$ cat config.mk
export PLATFORM = sky130hd
export DESIGN_NAME = flash_block_prog
export DESIGN_NICKNAME = d
export VERILOG_FILES = /design/src/rtl/flp_pkg.sv /design/src/rtl/flp_stat_eval.sv /design/src/rtl/flp_poll_timer.sv /design/src/rtl/flp_addr_gen.sv /design/src/rtl/flash_block_prog.sv
export SDC_FILE = /design/constraint.sdc
export NUM_CORES = 1
export LEC_CHECK = 0
export ABC_AREA = 1
export CORE_MARGIN = 2
export CORE_UTILIZATION = 46
export DETAILED_ROUTE_END_ITERATION = 7
export GPL_TIMING_DRIVEN = 0
export HOLD_SLACK_MARGIN = 0.02
export PLACE_DENSITY = 0.92
export SKIP_LAST_GASP = 1
export SLEW_MARGIN = 10
export SYNTH_ARGS = -nofsm -noshare
export SYNTH_HDL_FRONTEND = slang
export SYNTH_SLANG_ARGS = --single-unit
$ cat constraint.sdc
create_clock -name clk -period 3.6 [get_ports clk]
set_input_delay 0.54 -clock clk [delete_from_list [all_inputs] [get_ports clk]]
set_output_delay 0.54 -clock clk [all_outputs]
set_load 0.02 [all_outputs]
$ cat src/rtl/flp_pkg.sv
// Shared result codes, command bytes and the lane-replication helper.
package flp_pkg;
    typedef enum logic [2:0] {
        E_NONE    = 3'd0,
        E_ERASE   = 3'd1,
        E_VRANGE  = 3'd2,
        E_PROTECT = 3'd3,
        E_PROGRAM = 3'd4,
        E_TIMEOUT = 3'd5,
        E_LOCKED  = 3'd6
    } flp_err_e;

    localparam logic [7:0] C_ERASE   = 8'h20;
    localparam logic [7:0] C_CONFIRM = 8'hD0;
    localparam logic [7:0] C_BUFREQ  = 8'hE8;
    localparam logic [7:0] C_CLRSTAT = 8'h50;
    localparam logic [7:0] C_READARR = 8'hFF;

    // Replicate one command byte into every byte of both 16-bit lanes.
    function automatic logic [31:0] lanes(input logic [7:0] c);
        return {4{c}};
    endfunction
endpackage

$ cat src/rtl/flp_stat_eval.sv
// Status classifier for a pair of 16-bit devices on one 32-bit word.
// Assumes the low device sits in bits 15:0 and the high device in bits 31:16.
module flp_stat_eval
    import flp_pkg::*;
(
    input  logic [31:0] st,
    output logic        ready,
    output logic        erase_bad,
    output flp_err_e    prog_err
);
    logic [15:0] both, any;

    // Combine lanes: readiness needs both, errors need either.
    always_comb begin
        both      = st[15:0] & st[31:16];
        any       = st[15:0] | st[31:16];
        ready     = both[7];
        erase_bad = any[5];
        if (any[3])      prog_err = E_VRANGE;
        else if (any[1]) prog_err = E_PROTECT;
        else if (any[4]) prog_err = E_PROGRAM;
        else             prog_err = E_NONE;
    end
endmodule

$ cat src/rtl/flp_poll_timer.sv
// Counts consecutive not-ready status reads within one wait.
// Assumes clr is raised on every ready read and while the sequencer is idle.
module flp_poll_timer #(
    parameter int LIM_W = 16
) (
    input  logic             clk,
    input  logic             rst_n,
    input  logic             clr,
    input  logic             tick,
    input  logic [LIM_W-1:0] limit,
    output logic             expired
);
    logic [LIM_W-1:0] cnt;

    // Advance on every not-ready read, restart on clear.
    always_ff @(posedge clk) begin
        if (!rst_n || clr) cnt <= '0;
        else if (tick)     cnt <= cnt + 1'b1;
    end

    // Expire on the read that brings the count up to the limit.
    assign expired = tick && ({1'b0, cnt} + 1'b1 >= {1'b0, limit});
endmodule

$ cat src/rtl/flp_addr_gen.sv
// Buffer and word counters that form the program-buffer index.
// Assumes BUF_WORDS and NUM_BUFS are powers of two and at least two.
module flp_addr_gen #(
    parameter int BUF_WORDS = 16,
    parameter int NUM_BUFS  = 4096,
    localparam int WW    = $clog2(BUF_WORDS),
    localparam int BB    = $clog2(NUM_BUFS),
    localparam int IDX_W = WW + BB
) (
    input  logic             clk,
    input  logic             rst_n,
    input  logic             clr,
    input  logic             step_word,
    input  logic             step_buf,
    output logic             last_word,
    output logic             last_buf,
    output logic [IDX_W-1:0] idx
);
    logic [WW-1:0] word_q;
    logic [BB-1:0] buf_q;

    // Word counter wraps at the end of each buffer.
    always_ff @(posedge clk) begin
        if (!rst_n || clr)  word_q <= '0;
        else if (step_word) word_q <= last_word ? '0 : word_q + 1'b1;
    end

    // Buffer counter advances after each completed buffer program.
    always_ff @(posedge clk) begin
        if (!rst_n || clr) buf_q <= '0;
        else if (step_buf) buf_q <= buf_q + 1'b1;
    end

    assign last_word = (word_q == WW'(BUF_WORDS - 1));
    assign last_buf  = (buf_q == BB'(NUM_BUFS - 1));
    assign idx       = {buf_q, word_q};


    word_wrap_chk: assert property (@(posedge clk) disable iff (!rst_n)
        (step_word && last_word && !clr) |=> (idx[WW-1:0] == '0));
endmodule

$ cat src/rtl/flash_block_prog.sv
// Sequencer for block erase plus buffered programming of a paired-device flash.
// Assumes blk_addr is block aligned and that fl_rdata answers one cycle after fl_re.
module flash_block_prog
    import flp_pkg::*;
#(
    parameter int ADDR_W    = 24,
    parameter int BUF_WORDS = 16,
    parameter int NUM_BUFS  = 4096,
    parameter int LIM_W     = 16
) (
    input  logic                                         clk,
    input  logic                                         rst_n,
    input  logic                                         start,
    input  logic [ADDR_W-1:0]                            blk_addr,
    input  logic                                         wr_allow,
    input  logic [LIM_W-1:0]                             poll_limit,
    output logic [$clog2(BUF_WORDS)+$clog2(NUM_BUFS)-1:0] src_idx,
    input  logic [31:0]                                  src_data,
    output logic [ADDR_W-1:0]                            fl_addr,
    output logic [31:0]                                  fl_wdata,
    output logic                                         fl_we,
    output logic                                         fl_re,
    input  logic [31:0]                                  fl_rdata,
    output logic                                         busy,
    output logic                                         done,
    output logic [2:0]                                   err_code
);
    localparam int IDX_W = $clog2(BUF_WORDS) + $clog2(NUM_BUFS);
    localparam logic [31:0] COUNT_WORD = {2{16'(BUF_WORDS - 1)}};

    typedef enum logic [3:0] {
        S_IDLE, S_ER_CMD, S_ER_CONF, S_ER_RD, S_ER_CHK,
        S_BF_CMD, S_BF_RD, S_BF_CHK, S_BF_CNT, S_BF_DATA, S_BF_CONF,
        S_PG_RD, S_PG_CHK, S_CLR, S_RDARR, S_DONE
    } st_e;

    st_e             state, nxt;
    flp_err_e        err_q, err_nxt;
    logic [ADDR_W-1:0] base_q;
    logic            ready, erase_bad, expired, last_word, last_buf;
    logic            is_chk, tick, tclr, step_buf;
    flp_err_e        prog_err;

    flp_stat_eval u_eval (.st(fl_rdata), .ready(ready), .erase_bad(erase_bad), .prog_err(prog_err));

    assign is_chk = (state == S_ER_CHK) || (state == S_BF_CHK) || (state == S_PG_CHK);
    assign tick   = is_chk && !ready;
    assign tclr   = (state == S_IDLE) || (is_chk && ready);

    flp_poll_timer #(.LIM_W(LIM_W)) u_timer (
        .clk(clk), .rst_n(rst_n), .clr(tclr), .tick(tick), .limit(poll_limit), .expired(expired)
    );

    assign step_buf = (state == S_PG_CHK) && ready && (prog_err == E_NONE) && !last_buf;

    flp_addr_gen #(.BUF_WORDS(BUF_WORDS), .NUM_BUFS(NUM_BUFS)) u_addr (
        .clk(clk), .rst_n(rst_n), .clr(state == S_IDLE), .step_word(state == S_BF_DATA),
        .step_buf(step_buf), .last_word(last_word), .last_buf(last_buf), .idx(src_idx)
    );

    // Next-state and result selection.
    always_comb begin
        nxt     = state;
        err_nxt = err_q;
        unique case (state)
            S_IDLE: if (start) begin
                if (wr_allow) begin nxt = S_ER_CMD; err_nxt = E_NONE;   end
                else          begin nxt = S_DONE;   err_nxt = E_LOCKED; end
            end
            S_ER_CMD:  nxt = S_ER_CONF;
            S_ER_CONF: nxt = S_ER_RD;
            S_ER_RD:   nxt = S_ER_CHK;
            S_ER_CHK:
                if (ready) begin
                    if (erase_bad) begin nxt = S_CLR; err_nxt = E_ERASE; end
                    else nxt = S_BF_CMD;
                end else if (expired) begin nxt = S_CLR; err_nxt = E_TIMEOUT; end
                else nxt = S_ER_RD;
            S_BF_CMD:  nxt = S_BF_RD;
            S_BF_RD:   nxt = S_BF_CHK;
            S_BF_CHK:
                if (ready) nxt = S_BF_CNT;
                else if (expired) begin nxt = S_CLR; err_nxt = E_TIMEOUT; end
                else nxt = S_BF_CMD;
            S_BF_CNT:  nxt = S_BF_DATA;
            S_BF_DATA: if (last_word) nxt = S_BF_CONF;
            S_BF_CONF: nxt = S_PG_RD;
            S_PG_RD:   nxt = S_PG_CHK;
            S_PG_CHK:
                if (ready) begin
                    if (prog_err != E_NONE) begin nxt = S_CLR; err_nxt = prog_err; end
                    else if (last_buf) nxt = S_RDARR;
                    else nxt = S_BF_CMD;
                end else if (expired) begin nxt = S_CLR; err_nxt = E_TIMEOUT; end
                else nxt = S_PG_RD;
            S_CLR:     nxt = S_RDARR;
            S_RDARR:   nxt = S_DONE;
            S_DONE:    nxt = S_IDLE;
            default:   nxt = S_IDLE;
        endcase
    end

    // State, result and base address registers.
    always_ff @(posedge clk) begin
        if (!rst_n) begin
            state  <= S_IDLE;
            err_q  <= E_NONE;
            base_q <= '0;
        end else begin
            state <= nxt;
            err_q <= err_nxt;
            if (state == S_IDLE && start) base_q <= blk_addr;
        end
    end

    // Bus drive decoded from the current state.
    always_comb begin
        fl_we    = 1'b0;
        fl_re    = 1'b0;
        fl_addr  = base_q;
        fl_wdata = '0;
        unique case (state)
            S_ER_CMD:  begin fl_we = 1'b1; fl_wdata = lanes(C_ERASE);   end
            S_ER_CONF, S_BF_CONF: begin fl_we = 1'b1; fl_wdata = lanes(C_CONFIRM); end
            S_BF_CMD:  begin fl_we = 1'b1; fl_wdata = lanes(C_BUFREQ);  end
            S_BF_CNT:  begin fl_we = 1'b1; fl_wdata = COUNT_WORD;       end
            S_BF_DATA: begin
                fl_we    = 1'b1;
                fl_wdata = src_data;
                fl_addr  = base_q + ADDR_W'({src_idx, 2'b00});
            end
            S_CLR:     begin fl_we = 1'b1; fl_wdata = lanes(C_CLRSTAT); end
            S_RDARR:   begin fl_we = 1'b1; fl_wdata = lanes(C_READARR); end
            S_ER_RD, S_BF_RD, S_PG_RD: fl_re = 1'b1;
            default: ;
        endcase
    end

    assign busy     = (state != S_IDLE) && (state != S_DONE);
    assign done     = (state == S_DONE);
    assign err_code = err_q;


    done_pulse_chk: assert property (@(posedge clk) disable iff (!rst_n)
        done |=> !done);

    locked_chk: assert property (@(posedge clk) disable iff (!rst_n)
        (state == S_IDLE && start && !wr_allow) |=> (done && err_code == E_LOCKED && !fl_we && !fl_re));

    erase_order_chk: assert property (@(posedge clk) disable iff (!rst_n)
        (state == S_ER_CONF) |-> ($past(fl_we) && $past(fl_wdata) == lanes(C_ERASE)));

    recover_chk: assert property (@(posedge clk) disable iff (!rst_n)
        (done && err_code != E_NONE && err_code != E_LOCKED) |-> ($past(fl_we) && $past(fl_wdata) == lanes(C_READARR)));

    timeout_chk: assert property (@(posedge clk) disable iff (!rst_n)
        expired |=> (state == S_CLR && err_q == E_TIMEOUT));
endmodule

**Word level (Yosys, flattened, before mapping)**

Cells that the tools add are included.

- Flip-flop bits (word level): 63
- Bits of input ports: 108
- Logic and storage cells: 93

- Add/subtract/negate cells: 5
- $lt $le $gt $ge: 1
- Equality and inequality tests: 23
- Mux-type cells: 30
- Bitwise gates (word level): 2
- Reduce and logical (&&, ||, !) cells: 26

Operators with widths:

| kind | number |
|---|---|
| $pmux W32 S7 | 1 |
| $pmux W4 S16 | 1 |
| $mux W4 | 12 |
| $eq A4 B4 Y1 const B | 9 |
| $mux W3 | 12 |
| $add A24 B18 Y24 | 1 |
| $mux W24 | 1 |
| $add A16 B1 Y17 const B | 1 |
| $ge A17 B16 Y1 | 1 |
| $add A16 B1 Y16 const B | 1 |
| $eq A4 B3 Y1 const B | 4 |
| $add A12 B1 Y12 const B | 1 |
| $eq A12 B12 Y1 const B | 1 |
| $pmux W3 S4 | 1 |
| $and A8 B8 Y8 | 1 |
| $eq A4 B2 Y1 const B | 2 |
| $logic_and A1 B1 Y1 | 8 |
| $reduce_bool A4 Y1 | 2 |
| $reduce_or A8 Y1 | 1 |
| $ne A2 B2 Y1 const B | 3 |
| $ne A3 B3 Y1 const B | 2 |
| $or A6 B6 Y6 | 1 |
| $logic_or A1 B1 Y1 | 5 |
| $reduce_and A5 Y1 | 1 |
| 11 further kinds | 14 |

**Depth between registers and ports, before layout**

- Depth after elaboration: 8
- Depth in mapped cells: 24

**Modules after synthesis**

From an unflattened synthesis, not the netlist that was laid out.

- Cell total of the unflattened synthesis: 927
- Area total of the unflattened synthesis: 5520.3 µm²

By module, submodules not included:

| module | instances | cells each | area each (µm²) |
|---|---|---|---|
| flash_block_prog | 1 | 570 | 3183.1 |
| flp_poll_timer | 1 | 229 | 1456.4 |
| flp_addr_gen | 1 | 119 | 833.3 |
| flp_stat_eval | 1 | 9 | 47.5 |

**Least setup slack after synthesis**

OpenSTA, ideal clock, no wires.

- Path type: flip-flop to output port
- Start point: reg u_addr.word_q[0]
- End point: out fl_addr[18]
- Arrival time: 2323 ps
- Path slack: 737 ps
- Stages on the path, launching flop included: 16
- Buffers on the path: 0
- Path through: dfxtp_1 > ha_1 > inv_1 > fa_1 > nand3b_1 > nand2_1 > nand2_1 > nand2_1 > a21oi_1 > inv_1 > nand2_1 > nand2_1 > nand3_1 > nand2_1 > nand2_1 > xor2_1

- Cells in the longest elaborated chain, start to end: 2

Ends and longest elaborated chain:

| what | RTL line | RTL |
|---|---|---|
| from (decl) | flp_addr_gen.sv:19 | `logic [WW-1:0] word_q;` |
| from (signal assigned) | flp_addr_gen.sv:25 | `else if (step_word) word_q <= last_word ? '0 : word_q + 1'b1;` |
| $add A24 B18 Y24 | flash_block_prog.sv:130 | `fl_addr = base_q + ADDR_W'({src_idx, 2'b00});` |
| $mux W24 | flash_block_prog.sv:122 | `unique case (state)` |
| to (decl) | flash_block_prog.sv:19 | `output logic [ADDR_W-1:0] fl_addr,` |

No other way between the ends.

**Worst setup path after layout**

- Start point: reg u_addr.word_q[0]
- End point: out fl_addr[12]

The elaborated chain is that of the path after synthesis.

==> flow_summary.yaml <==
finish:
  post_route_cells_drive_above_1_share_pct: 8.90
  postLayoutCellArea_um2: 7130
  final_cell_count_no_fill: 1118
  register_area_um2: 1260
  multiInputGateArea_um2: 3310
  final_util_pct: 66.1
  finalNetCount: 1117
  fillerInstances: 922
  area_added_between_synthesis_and_finish_pct: 40.7
  num_antenna_cells: 0
floorplan:
  floorplan.core_area_um2: 10800
  die_area_um2: 11900
  pin_count: 187
  dieWidth_um: 109
  std_cell_rows: 38
  initial_utilization_pct: 47.0
  die_h_um: 109
worst_setup_path:
  critical_path.cell_chain: "ha_2 > inv_1 > fa_1 > nand3b_1 > nand2_1 > nand2_1 > nand2_1 > a21oi_2 > o21ai_2 > nand2_1 > nand2_1 > or2_0 > nand3_1 > nand2_1 > dlygate4sd2_1"
  critPathSlowestCell: "fa_1"
  worstSetupStartpointType: "flip-flop"
  worst_setup_path_startpoint: "u_addr.word_q[0]$_SDFFE_PP0P_"
  setup.reg_to_reg.worst_slack_ns: 0.37
  setup.worst_path.class: "flip-flop to output port"
  delay_contributed_by_the_slowest_stage_of_the_critical_path_ns: 0.39
  r2r_cells: 23
  cp-end-kind: "output port"
  endpoint_of_the_lowest_slack_register_to_register_path: "state[3]$_SDFFE_PN0P_"
  critical_path_rt_ns: 3.06
  crit_path_frequent_cell: "nand2_1"
  critPathCapture: "fl_addr[12]"
  cp_max_fo: 4
  cp_data_arrival_time_ns: 2.90
  rr_startpoint: "u_timer.cnt[0]$_SDFFE_PP0P_"
synthesis:
  top_cell_types_by_occurrence_after_synthesis: "nand2_1 (214), inv_1 (103), nor2_1 (68), a21oi_1 (67), dfxtp_1 (63)"
  synth_top_cell_by_area: "dfxtp_1"
  synth_area_leaders: "dfxtp_1 (25%), nand2_1 (16%), ha_1 (8.6%), inv_1 (7.6%), a21oi_1 (6.6%)"
  synth-seq-cells: 63
  syn-mean-instance-area_um2: 6.34
  ys_flop_type: "dfxtp_1"
  ys_async_sr_fraction_pct: 0
  synth.net_count: 944
  synth-warning-count: 0
  mappedNetlistArea_um2: 5070
  fraction_of_post_synthesis_cell_area_in_the_top_cell_type_by_area_pct: 24.9
  most_common_cell_in_the_netlist: "nand2_1"
  yosysSeqAreaShare_pct: 24.9
  synth-edff-count: 0
  post_synth_inst_count: 800
  yosys.cell_types.count: 45
sta:
  unrepaired_setup_endpoints_after_global_routing: "no"
  period_needed_ns: 3.44
  timing.final.hold_violations: 0
  timing.max_slew.rel_slack_pct: 59.1
  maxClockFrequency_ghz: 0.291
  tns_ns: 0
  finalSetupViolations: 0
  skew_ns: 0.00804
  maxSlewViolCount: 0
  finalWorstSetupSlack_ns: 0.160
  hold-worst-slack_ns: 0.467
  share_of_the_clock_period_used_by_the_worst_path_after_layout_pct: 95.5
  worst_slew_pin_slew_ns: 0.598
cts:
  path_clk_slew_ns: 0.08
  tritoncts.num_buffers: 9
  holdBufCountCts: 0
  cts_max_path_buffers: 2
  tritoncts: "done"
  numClockSinks: 63
  worst_skew_pair.late_latency_ns: 0.35
  clock-root-buffer: "clkbuf_8"
  htree_num_levels: 3
power:
  internal_power_mw: 2.14
  comb_power_share_pct: 56.3
  swShare_pct: 45.0
  power_density_nw_per_um2: 546
  vdd_ir_drop_max_mv: 0.353
  report.power.total_mw: 3.89
  power.net_switching_mw: 1.75
  power.share.sequential_pct: 25.3
  power.static_leakage_nw: 3.34
  p_clk_share_pct: 18.4
grt:
  gr_overflow_total: 0
  global_route_wire_length_before_repair_um: 23900
  grt_pass1_vias: 5297
  largest_net_degree_at_the_start_of_global_routing: 13
  antenna_found_initial: 0
  globalRouteTotalUtil_pct: 25.4
drt:
  detail_route.first_pass.iterations: 6
  drt_wl_total_um: 15600
  detail-route-antenna-nets: 0
  dr_total_vias: 5842
  vias_per_cell: 5.23
  route.detailed.wl_per_inst_um: 13.9
  detailed_route_iter0_violations: 470
  drcViolationCount: 0
min_path:
  min-delay-path-class: "flip-flop to flip-flop"
place:
  post_dp_cell_area_um2: 6870
  finalWeightedCongestion: 0.980
  numPlacedInstances: 1102
  portBuffers: 162
  preCtsSetupSlack_ns: 0.0779
  place_hpwl_um: 12400
run_status:
  status: "complete, no violations"
run:
  drv.max_cap_violation_count: 0
-- worst min path at each step --
stage / end / depth (start not counted) / slack (ns) / startpoint
after floorplan: base_q[0]$_SDFFE_PN0P_ / 2 / 0.44 / base_q[0]$_SDFFE_PN0P_
after global placement: base_q[1]$_SDFFE_PN0P_ / 2 / 0.45 / base_q[1]$_SDFFE_PN0P_
after detailed placement: base_q[1]$_SDFFE_PN0P_ / 2 / 0.45 / base_q[1]$_SDFFE_PN0P_
after CTS: base_q[1]$_SDFFE_PN0P_ / 2 / 0.47 / base_q[1]$_SDFFE_PN0P_
after global routing: base_q[1]$_SDFFE_PN0P_ / 2 / 0.48 / base_q[1]$_SDFFE_PN0P_
final: base_q[1]$_SDFFE_PN0P_ / 2 / 0.47 / base_q[1]$_SDFFE_PN0P_
-- routing by layer --
metal	vias to the layer above	track usage, %	routed length [um]
li1	2944	-	-
met1	2599	29.7	6120
met2	271	46.3	7730
met3	28	4.72	1480
met4	0	8.70	260
met5	-	0	0
-- sequential cells by signal, indices dropped and copies added (netlist names) --
register       flops
base_q            24
err_code           3
state              4
u_addr.buf_q      12
u_addr.word_q      4
u_timer.cnt       16
-- power groups by stage --
stage / clock network [mW] / logic (mW) / registers, mW
after CTS: 0.721 / 2.18 / 0.979
after global placement: 0 / 2.15 / 0.987
after detailed placement: 0 / 2.18 / 0.994
final: 0.717 / 2.19 / 0.984
after global routing: 0.754 / 2.39 / 0.998
after floorplan: 0 / 1.32 / 0.972
-- final cells by class --
type | count | share of cell area, %
Buffer | 21 | 1.40
Multi-Input combinational cell | 602 | 46.4
Inverter | 114 | 6.05
Clock buffer | 10 | 1.93
Sequential cell | 63 | 17.7
Timing Repair Buffer | 162 | 22.7
Tap cell | 140 | 2.46
Clock inverter | 6 | 1.30
-- logic make-up (layout without fill, tap and decap cells) --
family                   after synthesis  after routing  share of synthesized area [%]
flip-flops                            63             63                           24.9
AO/OA/AOI/OAI                        152            152                           16.5
AND/OR/NAND/NOR                      387            387                           34.5
XOR/XNOR                              27             27                           4.66
buffers and inverters                135            313                           10.5
adder cells (fa/ha/maj)               36             36                           9.03
-- critical path, delay by kind of cell, from the launching register on --
family / cells / cell delay (ns)
AOI/OAI and AO/OA: 2 / 0.31
adders and majority gates: 2 / 0.59
buffers and inverters: 2 / 0.41
DFF: 1 / 0.37
and+or+nand+nor: 9 / 0.86
-- cells in the final DEF, fill, tap and decap left out, types with 6 or more instances in the layout --
cell / synthesis / routed
dfxtp_1: 63 / 60
nor2_1: 68 / 66
nor2_2: 5 / 7
nand2_1: 214 / 212
clkbuf_8: 0 / 10
xor2_1: 22 / 22
ha_1: 35 / 33
clkbuf_1: 8 / 8
a21oi_1: 67 / 65
buf_2: 11 / 11
clkdlybuf4s50_1: 0 / 152
a211oi_1: 7 / 7
inv_2: 9 / 9
nor3_1: 8 / 8
inv_1: 103 / 103
o21ai_0: 58 / 58
or2_2: 6 / 6
nand3_1: 48 / 48
nand4_1: 7 / 7
-- repair_timing --
action,CTS,global route
buffers inserted,0,0
hold endpoints to repair,0,0
gates resized for setup,9,16
endpoints found under the setup margin,8,17
No activity file was read; power rests on OpenSTA's default activity.
